`src/rtl/grp_router_pkg.sv`:
```
// Package: default dimensions and derived helpers shared by the router modules.
// Assumes each configuration byte holds two select codes, an enable and a spare bit.
package grp_router_pkg;

    localparam int DEF_N_GRP  = 5;   // number of source groups
    localparam int DEF_SRC_W  = 8;   // lines per source group
    localparam int DEF_N_OUT  = 8;   // routed output lines
    localparam int DEF_SEL_W  = 3;   // width of each select code
    localparam int DEF_ADDR_W = 4;   // register offset width
    localparam int DEF_REG_W  = 32;  // register width

    // Bits used by one line's configuration: two select codes, an enable and a spare bit.
    function automatic int line_bits(input int sel_w);
        return 2 * sel_w + 2;
    endfunction

endpackage

```
`src/rtl/router_cfg_regs.sv`:
```
// Module: configuration register file for the router.
// Holds one control word per four lines plus a global enable word.
// Writes are taken on the rising edge that samples reg_wr high; reads are combinational.
// Assumes REG_W is a whole multiple of the per-line byte and registers sit 4 bytes apart.
module router_cfg_regs #(
    parameter int N_OUT     = grp_router_pkg::DEF_N_OUT,
    parameter int ADDR_W    = grp_router_pkg::DEF_ADDR_W,
    parameter int REG_W     = grp_router_pkg::DEF_REG_W,
    parameter int LINE_BITS = 8
) (
    input  logic                                  clk,
    input  logic                                  rst_n,
    input  logic                                  reg_wr,
    input  logic [ADDR_W-1:0]                     reg_addr,
    input  logic [REG_W-1:0]                      reg_wdata,
    output logic [REG_W-1:0]                      reg_rdata,
    output logic [N_OUT-1:0][LINE_BITS-2:0]       cfg_line,
    output logic                                  glb_en
);
    localparam int PER_REG = REG_W / LINE_BITS;
    localparam int N_REG   = N_OUT / PER_REG;
    localparam int GLB_OFS = 4 * N_REG;
    localparam logic [LINE_BITS-1:0] LINE_MASK = {1'b0, {(LINE_BITS-1){1'b1}}};
    localparam logic [REG_W-1:0]     CTRL_MASK = {PER_REG{LINE_MASK}};

    logic [REG_W-1:0] ctrl_q [N_REG];

    // Load control words and the global enable on an addressed write.
    always_ff @(posedge clk) begin
        if (!rst_n) begin
            for (int r = 0; r < N_REG; r++) begin
                ctrl_q[r] <= '0;
            end
            glb_en <= 1'b0;
        end else if (reg_wr) begin
            for (int r = 0; r < N_REG; r++) begin
                if (reg_addr == ADDR_W'(4 * r)) begin
                    ctrl_q[r] <= reg_wdata & CTRL_MASK;
                end
            end
            if (reg_addr == ADDR_W'(GLB_OFS)) begin
                glb_en <= reg_wdata[0];
            end
        end
    end

    // Return the addressed register, or zero for an undefined offset.
    always_comb begin
        reg_rdata = '0;
        for (int r = 0; r < N_REG; r++) begin
            if (reg_addr == ADDR_W'(4 * r)) begin
                reg_rdata = ctrl_q[r];
            end
        end
        if (reg_addr == ADDR_W'(GLB_OFS)) begin
            reg_rdata = {{(REG_W-1){1'b0}}, glb_en};
        end
    end

    // Slice each line's configuration out of its control word.
    for (genvar k = 0; k < N_OUT; k++) begin : g_slice
        assign cfg_line[k] = ctrl_q[k / PER_REG][(k % PER_REG) * LINE_BITS +: LINE_BITS-1];
    end

    AST_CFG_HOLDS: assert property (@(posedge clk) disable iff (!rst_n)
        !reg_wr |=> ($stable(cfg_line) && $stable(glb_en)));

    AST_SPARE_BITS_ZERO: assert property (@(posedge clk) disable iff (!rst_n)
        (reg_addr < ADDR_W'(GLB_OFS) && reg_addr[1:0] == 2'b00) |-> ((reg_rdata & ~CTRL_MASK) == '0));

    AST_GLB_READ_NARROW: assert property (@(posedge clk) disable iff (!rst_n)
        (reg_addr == ADDR_W'(GLB_OFS)) |-> (reg_rdata[REG_W-1:1] == '0));

    AST_UNDEF_READ_ZERO: assert property (@(posedge clk) disable iff (!rst_n)
        (reg_addr[1:0] != 2'b00 || reg_addr > ADDR_W'(GLB_OFS)) |-> (reg_rdata == '0));

endmodule

```
`src/rtl/router_line.sv`:
```
// Module: one routed output line.
// First level: the same line-select code picks one line from every source group.
// Second level: the group-select code picks one of those candidates.
// The result is gated by the line enable, the global enable and code validity.
// Assumes SRC_W == 2**SEL_W and N_GRP <= 2**SEL_W. The clock is used only by the assertions.
module router_line #(
    parameter int N_GRP = grp_router_pkg::DEF_N_GRP,
    parameter int SRC_W = grp_router_pkg::DEF_SRC_W,
    parameter int SEL_W = grp_router_pkg::DEF_SEL_W
) (
    input  logic                     clk,
    input  logic                     rst_n,
    input  logic [N_GRP*SRC_W-1:0]   src_in,
    input  logic [SEL_W-1:0]         l1_sel,
    input  logic [SEL_W-1:0]         l2_sel,
    input  logic                     line_en,
    input  logic                     glb_en,
    output logic                     route_o
);
    localparam int IDX_W = $clog2(N_GRP * SRC_W);

    logic [N_GRP-1:0] lvl1;
    logic             pick;
    logic             code_ok;

    // First level: one selector per group, all steered by the same code.
    for (genvar g = 0; g < N_GRP; g++) begin : g_lvl1
        logic [SRC_W-1:0] grp_bus;
        assign grp_bus  = src_in[g*SRC_W +: SRC_W];
        assign lvl1[g]  = grp_bus[l1_sel];
    end

    // Second level: choose a group result and flag whether the code names a real group.
    always_comb begin
        pick    = 1'b0;
        code_ok = 1'b0;
        for (int g = 0; g < N_GRP; g++) begin
            if (l2_sel == SEL_W'(g)) begin
                pick    = lvl1[g];
                code_ok = 1'b1;
            end
        end
    end

    // Output gate: only a valid, locally and globally enabled line passes.
    assign route_o = pick & code_ok & line_en & glb_en;

    // Flat source index, used only to cross-check the two-level path.
    logic [IDX_W-1:0] flat_idx;
    assign flat_idx = IDX_W'(l2_sel) * IDX_W'(SRC_W) + IDX_W'(l1_sel);

    AST_ROUTE_PASS: assert property (@(posedge clk) disable iff (!rst_n)
        (line_en && glb_en && l2_sel < SEL_W'(N_GRP)) |-> (route_o == src_in[flat_idx]));

    AST_RSV_CODE_LOW: assert property (@(posedge clk) disable iff (!rst_n)
        (l2_sel >= SEL_W'(N_GRP)) |-> !route_o);

    AST_LINE_OFF_LOW: assert property (@(posedge clk) disable iff (!rst_n)
        !line_en |-> !route_o);

    AST_GLB_OFF_LOW: assert property (@(posedge clk) disable iff (!rst_n)
        !glb_en |-> !route_o);

endmodule

```
`src/rtl/grp_input_router.sv`:
```
// Module: top of the gated two-level input router.
// Combines the configuration register file with one routing line per output.
// Assumes the routing path is unregistered and configuration is written over the register bus.
module grp_input_router #(
    parameter int N_GRP  = grp_router_pkg::DEF_N_GRP,
    parameter int SRC_W  = grp_router_pkg::DEF_SRC_W,
    parameter int N_OUT  = grp_router_pkg::DEF_N_OUT,
    parameter int SEL_W  = grp_router_pkg::DEF_SEL_W,
    parameter int ADDR_W = grp_router_pkg::DEF_ADDR_W,
    parameter int REG_W  = grp_router_pkg::DEF_REG_W
) (
    input  logic                     clk,
    input  logic                     rst_n,
    input  logic                     reg_wr,
    input  logic [ADDR_W-1:0]        reg_addr,
    input  logic [REG_W-1:0]         reg_wdata,
    output logic [REG_W-1:0]         reg_rdata,
    input  logic [N_GRP*SRC_W-1:0]   src_in,
    output logic [N_OUT-1:0]         route_out
);
    localparam int LINE_BITS = grp_router_pkg::line_bits(SEL_W);

    logic [N_OUT-1:0][LINE_BITS-2:0] cfg_line;
    logic                            glb_en;

    router_cfg_regs #(
        .N_OUT     (N_OUT),
        .ADDR_W    (ADDR_W),
        .REG_W     (REG_W),
        .LINE_BITS (LINE_BITS)
    ) u_regs (
        .clk       (clk),
        .rst_n     (rst_n),
        .reg_wr    (reg_wr),
        .reg_addr  (reg_addr),
        .reg_wdata (reg_wdata),
        .reg_rdata (reg_rdata),
        .cfg_line  (cfg_line),
        .glb_en    (glb_en)
    );

    // One routing line per output, each decoding its own configuration fields.
    for (genvar k = 0; k < N_OUT; k++) begin : g_line
        router_line #(
            .N_GRP (N_GRP),
            .SRC_W (SRC_W),
            .SEL_W (SEL_W)
        ) u_line (
            .clk     (clk),
            .rst_n   (rst_n),
            .src_in  (src_in),
            .l1_sel  (cfg_line[k][SEL_W-1:0]),
            .l2_sel  (cfg_line[k][2*SEL_W-1:SEL_W]),
            .line_en (cfg_line[k][2*SEL_W]),
            .glb_en  (glb_en),
            .route_o (route_out[k])
        );
    end

endmodule

```
`config.mk`:
```
export PLATFORM = sky130hd
export DESIGN_NAME = grp_input_router
export DESIGN_NICKNAME = d
export VERILOG_FILES = /design/src/rtl/grp_router_pkg.sv /design/src/rtl/router_cfg_regs.sv /design/src/rtl/router_line.sv /design/src/rtl/grp_input_router.sv
export SDC_FILE = /design/constraint.sdc
export NUM_CORES = 1
export LEC_CHECK = 0
export ABC_AREA = 1
export ABC_CLOCK_PERIOD_IN_PS = 4580
export BUFFER_PORTS_ARGS = -buffer_cell sky130_fd_sc_hd__buf_2
export CORE_MARGIN = 3
export CORE_UTILIZATION = 57
export DETAILED_ROUTE_END_ITERATION = 10
export HOLD_SLACK_MARGIN = 0.05
export PLACE_DENSITY = 0.79
export SKIP_CTS_REPAIR_TIMING = 1
export SLEW_MARGIN = 10
export SYNTH_ARGS = -nofsm -noshare
export SYNTH_HDL_FRONTEND = slang
export SYNTH_SLANG_ARGS = --single-unit
```
`constraint.sdc`:
```
create_clock -name clk -period 4.58 [get_ports clk]
set_input_delay 0.916 -clock clk [delete_from_list [all_inputs] [get_ports clk]]
set_output_delay 0.916 -clock clk [all_outputs]
set_load 0.02 [all_outputs]
```
# Word-level counts from Yosys, hierarchy flattened
# Memories as Yosys holds them, arrays and structs flattened.
# Cells that the tools add are included.
[totals] register_bits=1 ramBits=56 in_bits=79 memories=1 out_inout_bits=40
[op_classes] muxes=174 n_bitwise=26 reduce_logical=10 eq_ne=34 magnitude_cmp=8
[mem_list] name="u_regs.ctrl_q" words=2 word_bits=28 read_ports=2 rd_ports_with_merged_regs=0 write_ports=2 line="router_cfg_regs.sv:26" text="logic [REG_W-1:0] ctrl_q [N_REG];"
[op_table] cell="$mux 1" count=129
[op_table] cell="$bmux 1 s3" count=40
[op_table] cell="$mux 32" count=3
[op_table] cell="$mux 28" count=2
[op_table] cell="$eq 3x2->1 const B" count=16
[op_table] cell="$lt 3x4->1 const B" count=8
[op_table] cell="$and 1x1->1" count=24
[op_table] cell="$eq 3x1->1 const B" count=8
[op_table] cell="$eq 3x3->1 const B" count=8
[op_table] cell="$logic_not 3->1" count=8
[op_table] cell="$eq 4x3->1 const B" count=1
[op_table] cell="$eq 4x4->1 const B" count=1
[op_table] cell="$logic_not 4->1" count=1
[op_table] cell="$or 1x1->1" count=2
[op_table] cell="$reduce_and 2->1" count=1

# Longest topological paths before layout
# Gate-level depths: netlist (run 1).
[depth] word_depth=10 mapped_depth=12 mapped_depth_nobuf=9

# Cells and area by module
# From an unflattened synthesis (run 1), not the netlist that was laid out.
[hier_totals] hier_cells=1051 area_unflattened_um2=6025.8
[by_module_without_submodules] module="router_line" area_per_inst_um2=440.4 n_inst=8 seq_area_each_um2=0.0 cells_each=102
[by_module_without_submodules] module="router_cfg_regs" area_per_inst_um2=2502.4 n_inst=1 seq_area_each_um2=1701.6 cells_each=235

# Least setup slack after synthesis (run 1)
# OpenSTA, ideal clock, no wires.
[synth_timing] path_kind="in2reg" from="input reg_addr[1]" to="memory u_regs.ctrl_q[0][0] (netlist name), enable pin" path_slack_ps=720 cell_stages=5 arrival_ps=3408 required_time_ps=4128 path_cell_list="nor2_4 -> nand2_1 -> nor2_4 -> inv_2 -> o21ai_0"
[synth_lines] item="start, declared" line="grp_input_router.sv:15" text="input logic [ADDR_W-1:0] reg_addr,"
[synth_lines] item="end, declared" line="router_cfg_regs.sv:26"

==> metrics.cfg, run 1 <==
[cts]
cts_made_buffers = 9
clockRootBuffer = clkbuf_8
clk_pin_slew_ns = 0.07
clock_latency_ns = 0.33
h-tree-depth = 3
clock-sinks = 57
cts_buffer_depth = 2
cts_tree = done

[synthesis]
synthArstFlopShare = 0
synth_seq_cells = 57
synthTopCellsByArea = edfxtp_1, nand2_1, nand3_1, inv_1, nor2_1
synth_cell_type_count = 26
synthCells = 1026
yosysTopAreaCell = edfxtp_1
synth_top_cell_area_share = 0.273
synth_seq_area_share = 0.277
syn_avg_cell_area_um2 = 6.00
synthesis.area_um2 = 6150
synthFlopType = edfxtp_1
synth-edff-count = 56
ys_warn_count = 0

[finish]
fin_nets = 1131
most-common-layout-cells = nand2_1, nand3_1, buf_2
drive_gt1_frac = 0.138
area_growth_syn_to_layout_pct = 5.23
layout_commonest_cell = nand2_1
final_cells = 1193
n_antenna_cell = 0

[critical_path]
path_cells = inv_4, nand2_1, nand3_1, nand3_1, nand2_1, nand2_1, nand3_1, nor2_1, nor2_1, buf_2
endpoint_kind = primary output
r2r-start = u_regs.glb_en
reg2reg_depth = 2
regToRegEndpoint = u_regs.glb_en
crit_slowest_cell = edfxtp_1
critical_path_arrival_ns = 2.30
cp-start-kind = flip-flop
slowest_delay_ns = 0.90
crit_type = flip-flop to primary output
r2r_setup_slack_ns = 3.81
critPathMaxFanout = 25
required_ns = 3.66

[sta]
rsz0062_at_grt = no
worstMarginPinSlew_ns = 0.854
hold_violations = 0
finalCritPeriodShare = 0.701
skew_ns = 0
period_minus_slack_ns = 3.21
setup-tns-final_ns = 0
setup_viol = 0
slew-limit-headroom = 0.431
clock.fmax_mhz = 311
slew_violations = 0

[grt]
grt_first_pass_wirelength_um = 31200
grt_use_total = 0.339
grt_max_degree = 29
antenna_found_initial = 1
grt_pass1_vias = 5972
grt_overflow = 0

[detailed_routing]
vias_per_cell = 5.85
drc = 0
vias = 6983
routed_wirelength_um = 20300
avgRoutedWirePerCell_um = 17.0
final_antenna_net_count = 0
first_pass_iters = 6
drt-initial-drc-count = 1149

[placement]
dpl.hpwl_um = 13400
placedCellCount = 1177
io_buffers = 110
gp_congestion = 0.978

[floorplan]
initial_core_util = 0.591
dieWidth_um = 110
rows = 37
dieArea_um2 = 12100
ios = 119
die_h_um = 110
fp.coreArea_um2 = 10400

[hold_path]
whs_endpoint = u_regs.glb_en
whs_path_depth = 2
hold_class = flip-flop to flip-flop
hold_path.startpoint = u_regs.glb_en

[run]
drv_cap = 0

[pwr]
p_leak_uw = 0.00336
vdd_drop_max_uv = 231
p_per_area_nw_per_um2 = 258

[status]
status = finished clean

-- critical path: cells and delay by family, from the launching register on --
family                 cells  cell delay (ns)
flip-flops                 1             0.90
AND/OR/NAND/NOR            8             0.69
buffers and inverters      2             0.37
-- per-stage QoR --
step	setup slack [ns]	util	total power (µW)	instance area [µm²]	hold WS, ns
finish	1.37	0.622	1670	6470	0.594
global route	1.17	0.622	1750	6470	0.645
CTS	1.41	0.622	1650	6470	0.597
detailed placement	1.44	0.600	1110	6240	0.585
global placement	1.46	0.600	1110	6240	0.579
floorplan	0.720	-	1020	6160	0.616
-- power breakdown --
group | switching (µW) | total, µW | internal, µW | leakage (µW)
Sequential | 72.8 | 680 | 608 | 0.000545
Combinational | 293 | 443 | 150 | 0.00270
Clock | 210 | 544 | 334 | 0.000115
-- Yosys cell counts, types with 8 or more instances --
| master | n |
|---|---|
| o22ai_1 | 23 |
| o21ai_0 | 26 |
| a21oi_1 | 25 |
| edfxtp_1 | 56 |
| nor2_1 | 68 |
| buf_6 | 18 |
| nand2_1 | 395 |
| nand3_1 | 200 |
| buf_2 | 33 |
| clkbuf_1 | 8 |
| buf_4 | 28 |
| inv_4 | 8 |
| inv_1 | 93 |
| o211ai_1 | 16 |
| buf_1 | 9 |
-- cell families after synthesis --
family	after synthesis	share of synthesized area
AOI/OAI and AO/OA	97	0.0958
buffers and inverters	204	0.174
DFF	57	0.277
other	1	0.000610
and+or+nand+nor	667	0.453
-- final cells by class --
class	count	area (µm²)
clock inverters	5	77.6
well taps	136	170
flip-flops and latches	57	1700
fillers	1052	3940
multi-input cells	768	3400
repair buffers	112	566
inverters	104	410
clock buffers	11	151
-- worst max path at each step --
stage / to / start / slack, ns
floorplan: u_regs.ctrl_q[0][0] / reg_addr[1] / 0.72
global placement: reg_rdata[0] / reg_addr[1] / 1.46
detailed placement: reg_rdata[0] / reg_addr[1] / 1.44
CTS: route_out[7] / u_regs.ctrl_q[0][49] / 1.41
global route: route_out[5] / u_regs.ctrl_q[0][35] / 1.17
finish: route_out[7] / u_regs.ctrl_q[0][49] / 1.37
-- layer usage --
metal | wire length [µm] | global-route usage | vias up
li1 | - | - | 3336
met1 | 7680 | 0.490 | 3000
met2 | 8150 | 0.472 | 575
met3 | 3760 | 0.116 | 70
met4 | 685 | 0.106 | 2
met5 | 13 | 0 | -
-- sequential cells by signal, summed over array words and instances (netlist names) --
signal	flops
u_regs.ctrl_q	56
u_regs.glb_en	1
No activity file was read; power rests on OpenSTA's default activity.
==> run 2, diff against run 1 <==
Settings changed: ABC_CLOCK_PERIOD_IN_PS 4580 to 2900, CORE_UTILIZATION 57 to 52, PLACE_DENSITY 0.79 to 0.76.
Clock period 4.58 ns to 2.9 ns, I/O delays scaled along.
==> run 2 against run 1 <==
Against the previous run:
- flip-flop and latch count unchanged
- non-clock buffer count is 14 higher
- sequential power grew 53%
- utilization down 4.2 points
- final cell count increased by 1.8%
- first-iteration DRC count increased by 10%
- largest cell class unchanged
- largest power group unchanged
- die area is 9.1% higher
- power increased by 68%
==> metrics.cfg, run 2 (same netlist as run 1, synthesis figures left out) <==
[cts]
clock-sinks = 57
clk_pin_slew_ns = 0.05
cts_buffer_depth = 2
h-tree-depth = 3
cts_tree = done
clock_latency_ns = 0.32
cts_made_buffers = 9
clockRootBuffer = clkbuf_16

[critical_path]
r2r_setup_slack_ns = 2.13
critPathMaxFanout = 17
critical_path_arrival_ns = 2.11
r2r-start = u_regs.glb_en
regToRegEndpoint = u_regs.glb_en
endpoint_kind = primary output
required_ns = 2.32
crit_type = flip-flop to primary output
cp-start-kind = flip-flop
reg2reg_depth = 2

[sta]
skew_ns = 0
setup-tns-final_ns = 0
worstMarginPinSlew_ns = 0.624
slew_violations = 0
setup_viol = 0
slew-limit-headroom = 0.584
period_minus_slack_ns = 2.69
finalCritPeriodShare = 0.927
rsz0062_at_grt = no
clock.fmax_mhz = 372
hold_violations = 0

[pwr]
p_leak_uw = 0.00346
clkPwrFrac = 0.358
p_total_uw = 2790
vdd_drop_max_uv = 273
p_int_uw = 1860
comb_power_share = 0.268
p_per_area_nw_per_um2 = 420
seqPwrFrac = 0.373
swShare = 0.333
switching_power_uw = 929

[finish]
most-common-layout-cells = nand2_1, nand3_1, buf_2
largest_reg_flops = 56
fin_nets = 1145
layout_commonest_cell = nand2_1
largest-register = u_regs.ctrl_q
top_regs = u_regs.ctrl_q (56), u_regs.glb_en (1)
area_growth_syn_to_layout_pct = 8.09
n_antenna_cell = 0
drive_gt1_frac = 0.145

[floorplan]
initial_core_util = 0.536
rows = 39
ios = 119
fp.coreArea_um2 = 11500
dieArea_um2 = 13200
die_h_um = 115
dieWidth_um = 115

[detailed_routing]
avgRoutedWirePerCell_um = 17.0
first_pass_iters = 6
drc = 0
final_antenna_net_count = 0
drt-initial-drc-count = 1266
routed_wirelength_um = 20600
vias_per_cell = 5.71
vias = 6931

[placement]
dpl.hpwl_um = 14000
gp_congestion = 0.921
io_buffers = 110

[grt]
use_met2 = 0.427
grt_overflow = 0
grt_pass1_vias = 5904
grt_max_degree = 27
grtUsageMet1 = 0.446
grt_use_total = 0.306
top_usage_layer = met1
grt_util_met3 = 0.102
antenna_found_initial = 0
grt_first_pass_wirelength_um = 31200

[hold_path]
hold_path.startpoint = reg_wdata[0]
hold_class = input port to flip-flop
whs_endpoint = u_regs.glb_en
whs_path_depth = 3

[run]
drv_cap = 0

[status]
status = finished clean

## run 2: changes by cell type in the layout (fill, tap and decap cells not counted), moves of 2 or more
cell	previous run	this run
clkbuf_8	11	0
clkinv_1	0	3
clkbuf_1	0	2
buf_4	2	15
clkbuf_16	0	9
## run 2: layer usage
metal  routed length (µm)  up-vias
met5                    0        -
met4                  684        0
met3                 3430       54
met2                 8340      459
met1                 8140     3055
li1                     -     3363
## run 2: metrics by stage
step | area (µm²) | setup WS [ns] | std cells | util | hold slack (ns)
floorplan | 6160 | 0.137 | 1029 | - | 0.616
global placement | 6360 | 0.449 | 1197 | 0.555 | 0.579
detailed placement | 6360 | 0.434 | 1197 | 0.555 | 0.585
CTS | 6640 | 0.175 | 1213 | 0.579 | 0.554
global route | 6650 | 0.0368 | 1214 | 0.580 | 0.559
finish | 6650 | 0.211 | 1214 | 0.580 | 0.554
## run 2: layout make-up
cell class,instances,area [µm²]
Clock buffer,11,233
Clock inverter,5,46.3
Inverter,104,410
Sequential cell,57,1700
Timing Repair Buffer,126,683
Tap cell,143,179
Multi-Input combinational cell,768,3400
Fill cell,1165,4820
## run 2: power groups by stage
| stage | clock network [µW] | registers (µW) | logic, µW |
|---|---|---|---|
| after global routing | 1050 | 1050 | 830 |
| after floorplan | 0 | 1010 | 600 |
| after detailed placement | 0 | 1060 | 719 |
| final | 1000 | 1040 | 750 |
| after CTS | 1010 | 1040 | 723 |
| after global placement | 0 | 1060 | 711 |
## run 2: worst max-delay path by stage
stage / start / end / slack, ns / cells after the start
final: u_regs.ctrl_q[0][35] / route_out[5] / 0.21 / 10
after CTS: u_regs.ctrl_q[0][28] / route_out[4] / 0.18 / 10
after floorplan: reg_addr[1] / u_regs.ctrl_q[0][0] / 0.14 / 5
after global placement: reg_addr[1] / reg_rdata[0] / 0.45 / 7
after detailed placement: reg_addr[1] / reg_rdata[0] / 0.43 / 7
after global routing: u_regs.ctrl_q[0][42] / route_out[6] / 0.04 / 10
## run 2: critical path, stage by stage (launching register included)
cell,delay [ns]
edfxtp_1,0.64
inv_4,0.27
nand2_1,0.07
nand3_1,0.07
nand2_1,0.08
nand2_1,0.06
nand2_1,0.05
o21ai_0,0.15
nand2_1,0.09
nor2_1,0.12
buf_2,0.17
